===== src/rtl/sctl_pkg.sv =====
package sctl_pkg;
    localparam int WORD_W = 8;
    localparam int ATT_W  = 7;
    localparam logic [ATT_W-1:0] ATT_RESET = '1;

    typedef enum logic [1:0] {
        BB_FLAT_LOW = 2'b00,
        BB_MAX      = 2'b01,
        BB_MIN      = 2'b10,
        BB_FLAT_0DB = 2'b11
    } bb_code_t;

    typedef struct packed {
        logic deemph;
        logic bb_a;
        logic bb_b;
        logic mono;
        logic chsel;
    } mode_flags_t;

    function automatic mode_flags_t word_to_flags(input logic [WORD_W-1:0] w);
        mode_flags_t f;
        f.deemph = w[5];
        f.bb_a   = w[4];
        f.bb_b   = w[3];
        f.mono   = w[2];
        f.chsel  = w[1];
        return f;
    endfunction

    function automatic logic bb_is_boosting(input bb_code_t c);
        return c != BB_FLAT_0DB;
    endfunction
endpackage


===== src/rtl/sctl_sync.sv =====
module sctl_sync #(
    parameter int STAGES = 2
) (
    input  logic clk,
    input  logic rst,
    input  logic din,
    output logic level,
    output logic rise
);
    logic [STAGES-1:0] chain;
    logic              prev;

    always_ff @(posedge clk) begin
        if (rst) begin
            chain <= '0;
            prev  <= 1'b0;
        end else begin
            chain <= {chain[STAGES-2:0], din};
            prev  <= chain[STAGES-1];
        end
    end

    assign level = chain[STAGES-1];
    assign rise  = chain[STAGES-1] & ~prev;
endmodule


===== src/rtl/sctl_regs.sv =====
module sctl_regs
    import sctl_pkg::*;
(
    input  logic              clk,
    input  logic              rst,
    input  logic              bit_in,
    input  logic              shift_en,
    input  logic              latch_en,
    output logic [WORD_W-1:0] word_o,
    output logic [ATT_W-1:0]  atten_o,
    output mode_flags_t       flags_o
);
    logic [WORD_W-1:0] shreg;

    always_ff @(posedge clk) begin
        if (rst) begin
            shreg   <= '0;
            atten_o <= ATT_RESET;
            flags_o <= '0;
        end else begin
            if (shift_en)
                shreg <= {bit_in, shreg[WORD_W-1:1]};
            if (latch_en) begin
                if (shreg[WORD_W-1])
                    flags_o <= word_to_flags(shreg);
                else
                    atten_o <= shreg[ATT_W-1:0];
            end
        end
    end

    assign word_o = shreg;
endmodule


===== src/rtl/sctl_select.sv =====
module sctl_select
    import sctl_pkg::*;
(
    input  logic        par_mode,
    input  logic        pin_deemph,
    input  logic        pin_mute,
    input  logic        pin_bb_a,
    input  logic        pin_bb_b,
    input  mode_flags_t flags,
    output logic        deemph,
    output logic        mute,
    output bb_code_t    bb_code,
    output logic        bb_stat,
    output logic        mono_en,
    output logic        chsel
);
    always_comb begin
        if (par_mode) begin
            deemph  = pin_deemph;
            mute    = pin_mute;
            bb_code = bb_code_t'({pin_bb_a, pin_bb_b});
            bb_stat = 1'b0;
            mono_en = 1'b0;
            chsel   = 1'b0;
        end else begin
            deemph  = flags.deemph;
            mute    = 1'b0;
            bb_code = bb_code_t'({flags.bb_a, flags.bb_b});
            bb_stat = bb_is_boosting(bb_code_t'({flags.bb_a, flags.bb_b}));
            mono_en = flags.mono;
            chsel   = flags.chsel;
        end
    end
endmodule


===== src/rtl/sctl_route.sv =====
module sctl_route #(
    parameter int SMP_W = 16
) (
    input  logic             mono_en,
    input  logic             chsel,
    input  logic [SMP_W-1:0] left_i,
    input  logic [SMP_W-1:0] right_i,
    output logic [SMP_W-1:0] left_o,
    output logic [SMP_W-1:0] right_o
);
    logic [SMP_W-1:0] mono_src;

    assign mono_src = chsel ? right_i : left_i;
    assign left_o   = mono_en ? mono_src : left_i;
    assign right_o  = mono_en ? mono_src : right_i;
endmodule


===== src/rtl/sctl_port.sv =====
module sctl_port
    import sctl_pkg::*;
#(
    parameter int SMP_W       = 16,
    parameter int SYNC_STAGES = 2
) (
    input  logic             clk,
    input  logic             rst,
    input  logic             ser_clk_i,
    input  logic             ser_dat_i,
    input  logic             ser_lat_i,
    input  logic             par_mode_i,
    input  logic             pin_deemph_i,
    input  logic             pin_mute_i,
    input  logic             pin_bb_a_i,
    input  logic             pin_bb_b_i,
    input  logic [SMP_W-1:0] left_i,
    input  logic [SMP_W-1:0] right_i,
    output logic             deemph_o,
    output logic             mute_o,
    output logic [1:0]       bb_code_o,
    output logic             bb_stat_o,
    output logic [ATT_W-1:0] atten_o,
    output logic [SMP_W-1:0] left_o,
    output logic [SMP_W-1:0] right_o
);
    localparam int N_LINES = 3;
    localparam int IDX_CLK = 0;
    localparam int IDX_DAT = 1;
    localparam int IDX_LAT = 2;

    logic [N_LINES-1:0] raw_lines;
    logic [N_LINES-1:0] sync_lvl;
    logic [N_LINES-1:0] sync_rise;

    assign raw_lines = {ser_lat_i, ser_dat_i, ser_clk_i};

    for (genvar g = 0; g < N_LINES; g++) begin : g_sync
        sctl_sync #(.STAGES(SYNC_STAGES)) u_sync (
            .clk  (clk),
            .rst  (rst),
            .din  (raw_lines[g]),
            .level(sync_lvl[g]),
            .rise (sync_rise[g])
        );
    end

    logic              lat_rise;
    logic [WORD_W-1:0] shift_word;
    mode_flags_t       flags_q;
    bb_code_t          bb_code;
    logic              mono_en;
    logic              chsel;

    assign lat_rise = sync_rise[IDX_LAT];

    sctl_regs u_regs (
        .clk     (clk),
        .rst     (rst),
        .bit_in  (sync_lvl[IDX_DAT]),
        .shift_en(sync_rise[IDX_CLK]),
        .latch_en(lat_rise),
        .word_o  (shift_word),
        .atten_o (atten_o),
        .flags_o (flags_q)
    );

    sctl_select u_sel (
        .par_mode  (par_mode_i),
        .pin_deemph(pin_deemph_i),
        .pin_mute  (pin_mute_i),
        .pin_bb_a  (pin_bb_a_i),
        .pin_bb_b  (pin_bb_b_i),
        .flags     (flags_q),
        .deemph    (deemph_o),
        .mute      (mute_o),
        .bb_code   (bb_code),
        .bb_stat   (bb_stat_o),
        .mono_en   (mono_en),
        .chsel     (chsel)
    );

    assign bb_code_o = bb_code;

    sctl_route #(.SMP_W(SMP_W)) u_route (
        .mono_en(mono_en),
        .chsel  (chsel),
        .left_i (left_i),
        .right_i(right_i),
        .left_o (left_o),
        .right_o(right_o)
    );
endmodule


===== config.mk =====
export PLATFORM = sky130hd
export DESIGN_NAME = sctl_port
export DESIGN_NICKNAME = d
export VERILOG_FILES = /design/src/rtl/sctl_pkg.sv /design/src/rtl/sctl_sync.sv /design/src/rtl/sctl_regs.sv /design/src/rtl/sctl_select.sv /design/src/rtl/sctl_route.sv /design/src/rtl/sctl_port.sv
export SDC_FILE = /design/constraint.sdc
export NUM_CORES = 1
export LEC_CHECK = 0
export ABC_AREA = 0
export BUFFER_PORTS_ARGS = -buffer_cell sky130_fd_sc_hd__buf_4
export CAP_MARGIN = 20
export CORE_MARGIN = 2
export CORE_UTILIZATION = 44
export CTS_BUF_LIST = sky130_fd_sc_hd__clkbuf_4 sky130_fd_sc_hd__clkbuf_8
export DETAILED_ROUTE_END_ITERATION = 6
export PLACE_DENSITY = 0.89
export SLEW_MARGIN = 20
export SYNTH_ARGS = -nofsm -noshare
export SYNTH_HDL_FRONTEND = slang
export SYNTH_SLANG_ARGS = --single-unit

===== constraint.sdc =====
create_clock -name clk -period 1.6 [get_ports clk]
set_input_delay 0.16 -clock clk [delete_from_list [all_inputs] [get_ports clk]]
set_output_delay 0.16 -clock clk [all_outputs]
set_load 0.02 [all_outputs]

## Word level (Yosys, flattened, before mapping)

Cells that the tools add are included.

- Bits in latches: 0
- Bits of input ports: 42
- Output and inout bits: 44
- ROM bits: 0
- Bits in writable memories: 0
- Register bits: 28
- Word-level logic and storage cells: 29
- Memories kept: 0

- Shift operators: 0
- Order comparisons: 0
- Bitwise logic cells: 5
- Divide/modulo/power cells: 0
- Equal/unequal tests: 1
- Add/sub/neg operators: 0
- $mul: 0
- Reductions and logical operators: 2
- Muxes and demuxes: 9

Operator list:

| operator | number |
|---|---|
| 2-to-1 mux 16 bit | 3 |
| 2-to-1 mux 1 bit | 5 |
| AND reduction 2 bit | 2 |
| NOT 1 bit | 3 |
| bitwise AND 1 bit | 2 |
| 2-to-1 mux 2 bit | 1 |
| != test 2 bit (second input constant) | 1 |

## Depth between registers and ports, before layout

- Depth in word-level cells: 3
- Mapped depth: 4

## Cells and area by module

From an unflattened synthesis, not the netlist that was laid out.

- Cell total of the unflattened synthesis: 145
- Area total of the unflattened synthesis: 1604.0 sq um

By module, submodules not included:

| module | instances | cells an instance | area each (sq um) | sequential area each (sq um) |
|---|---|---|---|---|
| sctl_regs | 1 | 80 | 822.0 | 400.4 |
| sctl_route | 1 | 37 | 455.4 | 0.0 |
| sctl_sync | 3 | 7 | 87.6 | 60.1 |
| sctl_select | 1 | 7 | 63.8 | 0.0 |

## Least setup slack after synthesis

Ideal clock, no wire load.

- Kind: register -> output
- Start: register u_regs.flags_o[1] (netlist bit)
- End: output port right_o[10]
- Path slack: 0.151 ns
- Stages on the path, launching flop included: 4
- Required time: 1.440 ns
- Buffers on the path: 1
- Data arrival time: 1.289 ns
- Path through: dfxtp_1 -> nor3b_4 -> buf_8 -> mux2_2

- Longest elaborated chain between the ends: 2

Ends and longest elaborated chain:

| item | line | source |
|---|---|---|
| start, declared | sctl_regs.sv:11 | `output mode_flags_t flags_o` |
| start signal, assigned | sctl_regs.sv:25 | `flags_o <= word_to_flags(shreg);` |
| 2-to-1 mux 1 bit | sctl_select.sv:18 | `if (par_mode) begin` |
| 2-to-1 mux 16 bit | sctl_route.sv:15 | `assign right_o = mono_en ? mono_src : right_i;` |
| end, declared | sctl_port.sv:25 | `output logic [SMP_W-1:0] right_o` |

No other way between the ends.

## Worst setup path in the final report

- Start: register u_regs.flags_o[1] (netlist bit)
- End: output port right_o[5]

The elaborated chain is that of the path after synthesis.

==> impl_metrics.ini <==
[grt]
grt_use_total = 0.220
grt_max_degree = 36
grt_pass1_wl_um = 6040
first_global_vias = 1229
gr-total-overflow = 0
antenna_found_initial = 0

[timing]
worst_slew_pin_slew_ps = 329
layout_setup_ws_ps = -137
maxSlewViolCount = 0
grt_setup_unrepaired = yes
whs_ps = 35.4
period_minus_slack_ps = 1740
maxSlewHeadroom = 0.780
max_clock_freq_ghz = 0.576
hold_viol = 0
timing.final.crit_share = 1.09
skew_ps = 1.74
setup_viol = 32

[routing]
vias = 1331
drtIter0Drc = 48
routed_wl_um = 4630
vias_per_cell = 5.02
drc = 0
wl_per_cell_um = 17.5
drtAntennaViolNets = 0
dr.pass1.iters = 4

[worst_hold_path]
whs_path_depth = 2
hold_class = input pin to flip-flop
hold_start = ser_dat_i
hold_path_end = g_sync[1].u_sync.chain[0]$_SDFF_PP0_

[worst_setup_path]
regToRegSetupSlack_ps = 500
ff2ff_path_depth = 3
cp.required_ps = 1440
critPathCaptureType = output pin
reg2reg_to = u_regs.flags_o[1]$_SDFFE_PP0P_
critPathLaunchType = flip-flop
r2r-start = u_regs.word_o[7]$_SDFFE_PP0P_
critical_path_class = flip-flop to output pin
path_max_fanout = 8
arrival_ps = 1580

[place]
port_buffers = 85
hpwl_um = 2780
dpl.cell_count = 258
place.gp.congestion = 0.763

[yosys]
yosys.area.top_type = dfxtp_1
syn_area_um2 = 1410
syn_nets = 176
synth_top_area_share = 0.397
synthMostInstantiatedCell = mux2_2
synth_seq_area_share = 0.397
synth_enable_flop_cells = 0
ys_top_cells_by_area = dfxtp_1 (40%), mux2_2 (28%), mux2i_1 (9.2%)
synth_cell_types = 16
syn-mean-instance-area_um2 = 10.5
syn_inst = 134
ys_warn_count = 0
yosys-top-cells-count = mux2_2 (35), dfxtp_1 (28), nor2_1 (20)
async_flop_share = 0
ys_seq_elements = 28
synth_ff_type = dfxtp_1

[finish]
nets = 264
instances_no_fill = 265
syn2layout_area_growth_pct = 65.9
num_antenna_cells = 0
n_fill_cell = 207
drive_gt1_frac = 0.615

[status]
failed_checks = setup timing
outcome = finished, violations left

[die]
design.die.area_um2 = 3680
core-area_um2 = 3050
num_rows = 20
fp.dieH_um = 60.7
dieWidth_um = 60.7
start_util = 0.463
pin_count = 86

[clock_tree]
clock-sinks = 28
cts_tree = done
clk_latency_ps = 320
cts_made_buffers = 3
clk_pin_slew_worst_paths_ps = 140
cts.htree.levels = 1
cts.path.max_buffers = 2
root_buffer = clkbuf_4

[power_and_ir_drop]
irDropWorstVdd_uv = 617
p_per_area_nw_per_um2 = 627
p_leak_nw = 1.21

[job]
cap_violations = 0
-- kinds of logic after synthesis --
group           count (synthesis)  share of synthesized area
buf+inv                         9                     0.0398
flops                          28                      0.397
compound gates                  8                     0.0283
simple gates                   41                      0.164
mux                            48                      0.371
-- layout make-up --
cell class | instances | area (µm²) | share of cell area
Tap cell | 44 | 55.1 | 0.0235
Clock buffer | 4 | 36.3 | 0.0155
Timing Repair Buffer | 91 | 751 | 0.320
Sequential cell | 28 | 566 | 0.241
Multi-Input combinational cell | 98 | 936 | 0.399
-- stage by stage --
| stage | setup TNS [ps] | cell area, µm² | util | power, mW | worst slack [ps] |
|---|---|---|---|---|---|
| floorplan | 0 | 1410 | - | 0.910 | 151 |
| global placement | 0 | 2090 | 0.685 | 1.09 | 183 |
| detailed placement | 0 | 2090 | 0.685 | 1.09 | 163 |
| CTS | -4900 | 2310 | 0.756 | 1.46 | -171 |
| global route | -6060 | 2340 | 0.768 | 1.53 | -221 |
| finish | -3960 | 2340 | 0.768 | 1.47 | -137 |
-- metal layers --
| layer | global-route usage | vias to the layer above | share of wire |
|---|---|---|---|
| met3 | 0.0362 | 8 | 0.095 |
| li1 | - | 641 | - |
| met5 | 0 | - | 0 |
| met4 | 0.0652 | 0 | 0.019 |
| met1 | 0.287 | 609 | 0.41 |
| met2 | 0.376 | 73 | 0.47 |
-- report_power, final --
part / total, mW / leakage (nW) / switching (mW) / internal, mW
logic: 0.414 / 0.961 / 0.187 / 0.227
registers: 0.723 / 0.229 / 0.00897 / 0.714
clock network: 0.333 / 0.0210 / 0.194 / 0.139
-- layout by cell type, fill, tap and decap left out, drive strengths merged --
cell type and n:
dfxtp 28, mux2 35, mux2i 13, nor2b 9, and2 1, nor3 7, nand3b 3, clkbuf 4
a21oi 8, nor2 20, buf 91, nor3b 2
-- flip-flops by register name, indices dropped and copies added, names as in the netlist --
name                 flops
u_regs.word_o            8
g_sync.u_sync.chain      6
u_regs.flags_o           5
g_sync.u_sync.prev       2
u_regs.atten_o           7
-- worst max-delay path: stages (launching register included) --
cell	delay, ps
dfxtp_2	370
nor3b_4	230
buf_6	200
mux2_4	320
buf_6	130
-- what timing repair did --
item	CTS	global route
gates resized for setup	37	18
cloned	1	1
hold buffers	0	0
pin swaps	1	0
endpoints found under the hold margin	0	0
buffers inserted	3	0
setup endpoints to repair	32	32
-- how the worst max path moves through the flow --
stage	from	depth (start not counted)	slack (ps)	endpoint
2_1_floorplan	u_regs.flags_o[1]$_SDFFE_PP0P_	3	150	right_o[10]
3_3_place_gp	u_regs.flags_o[0]$_SDFFE_PP0P_	4	180	right_o[10]
3_5_place_dp	u_regs.flags_o[0]$_SDFFE_PP0P_	4	160	right_o[2]
4_1_cts	u_regs.flags_o[0]$_SDFFE_PP0P_	5	-170	right_o[2]
5_1_grt	u_regs.flags_o[1]$_SDFFE_PP0P_	4	-220	right_o[9]
6_report	u_regs.flags_o[1]$_SDFFE_PP0P_	4	-140	right_o[5]
Note: power is estimated with default switching activity, not from simulation.
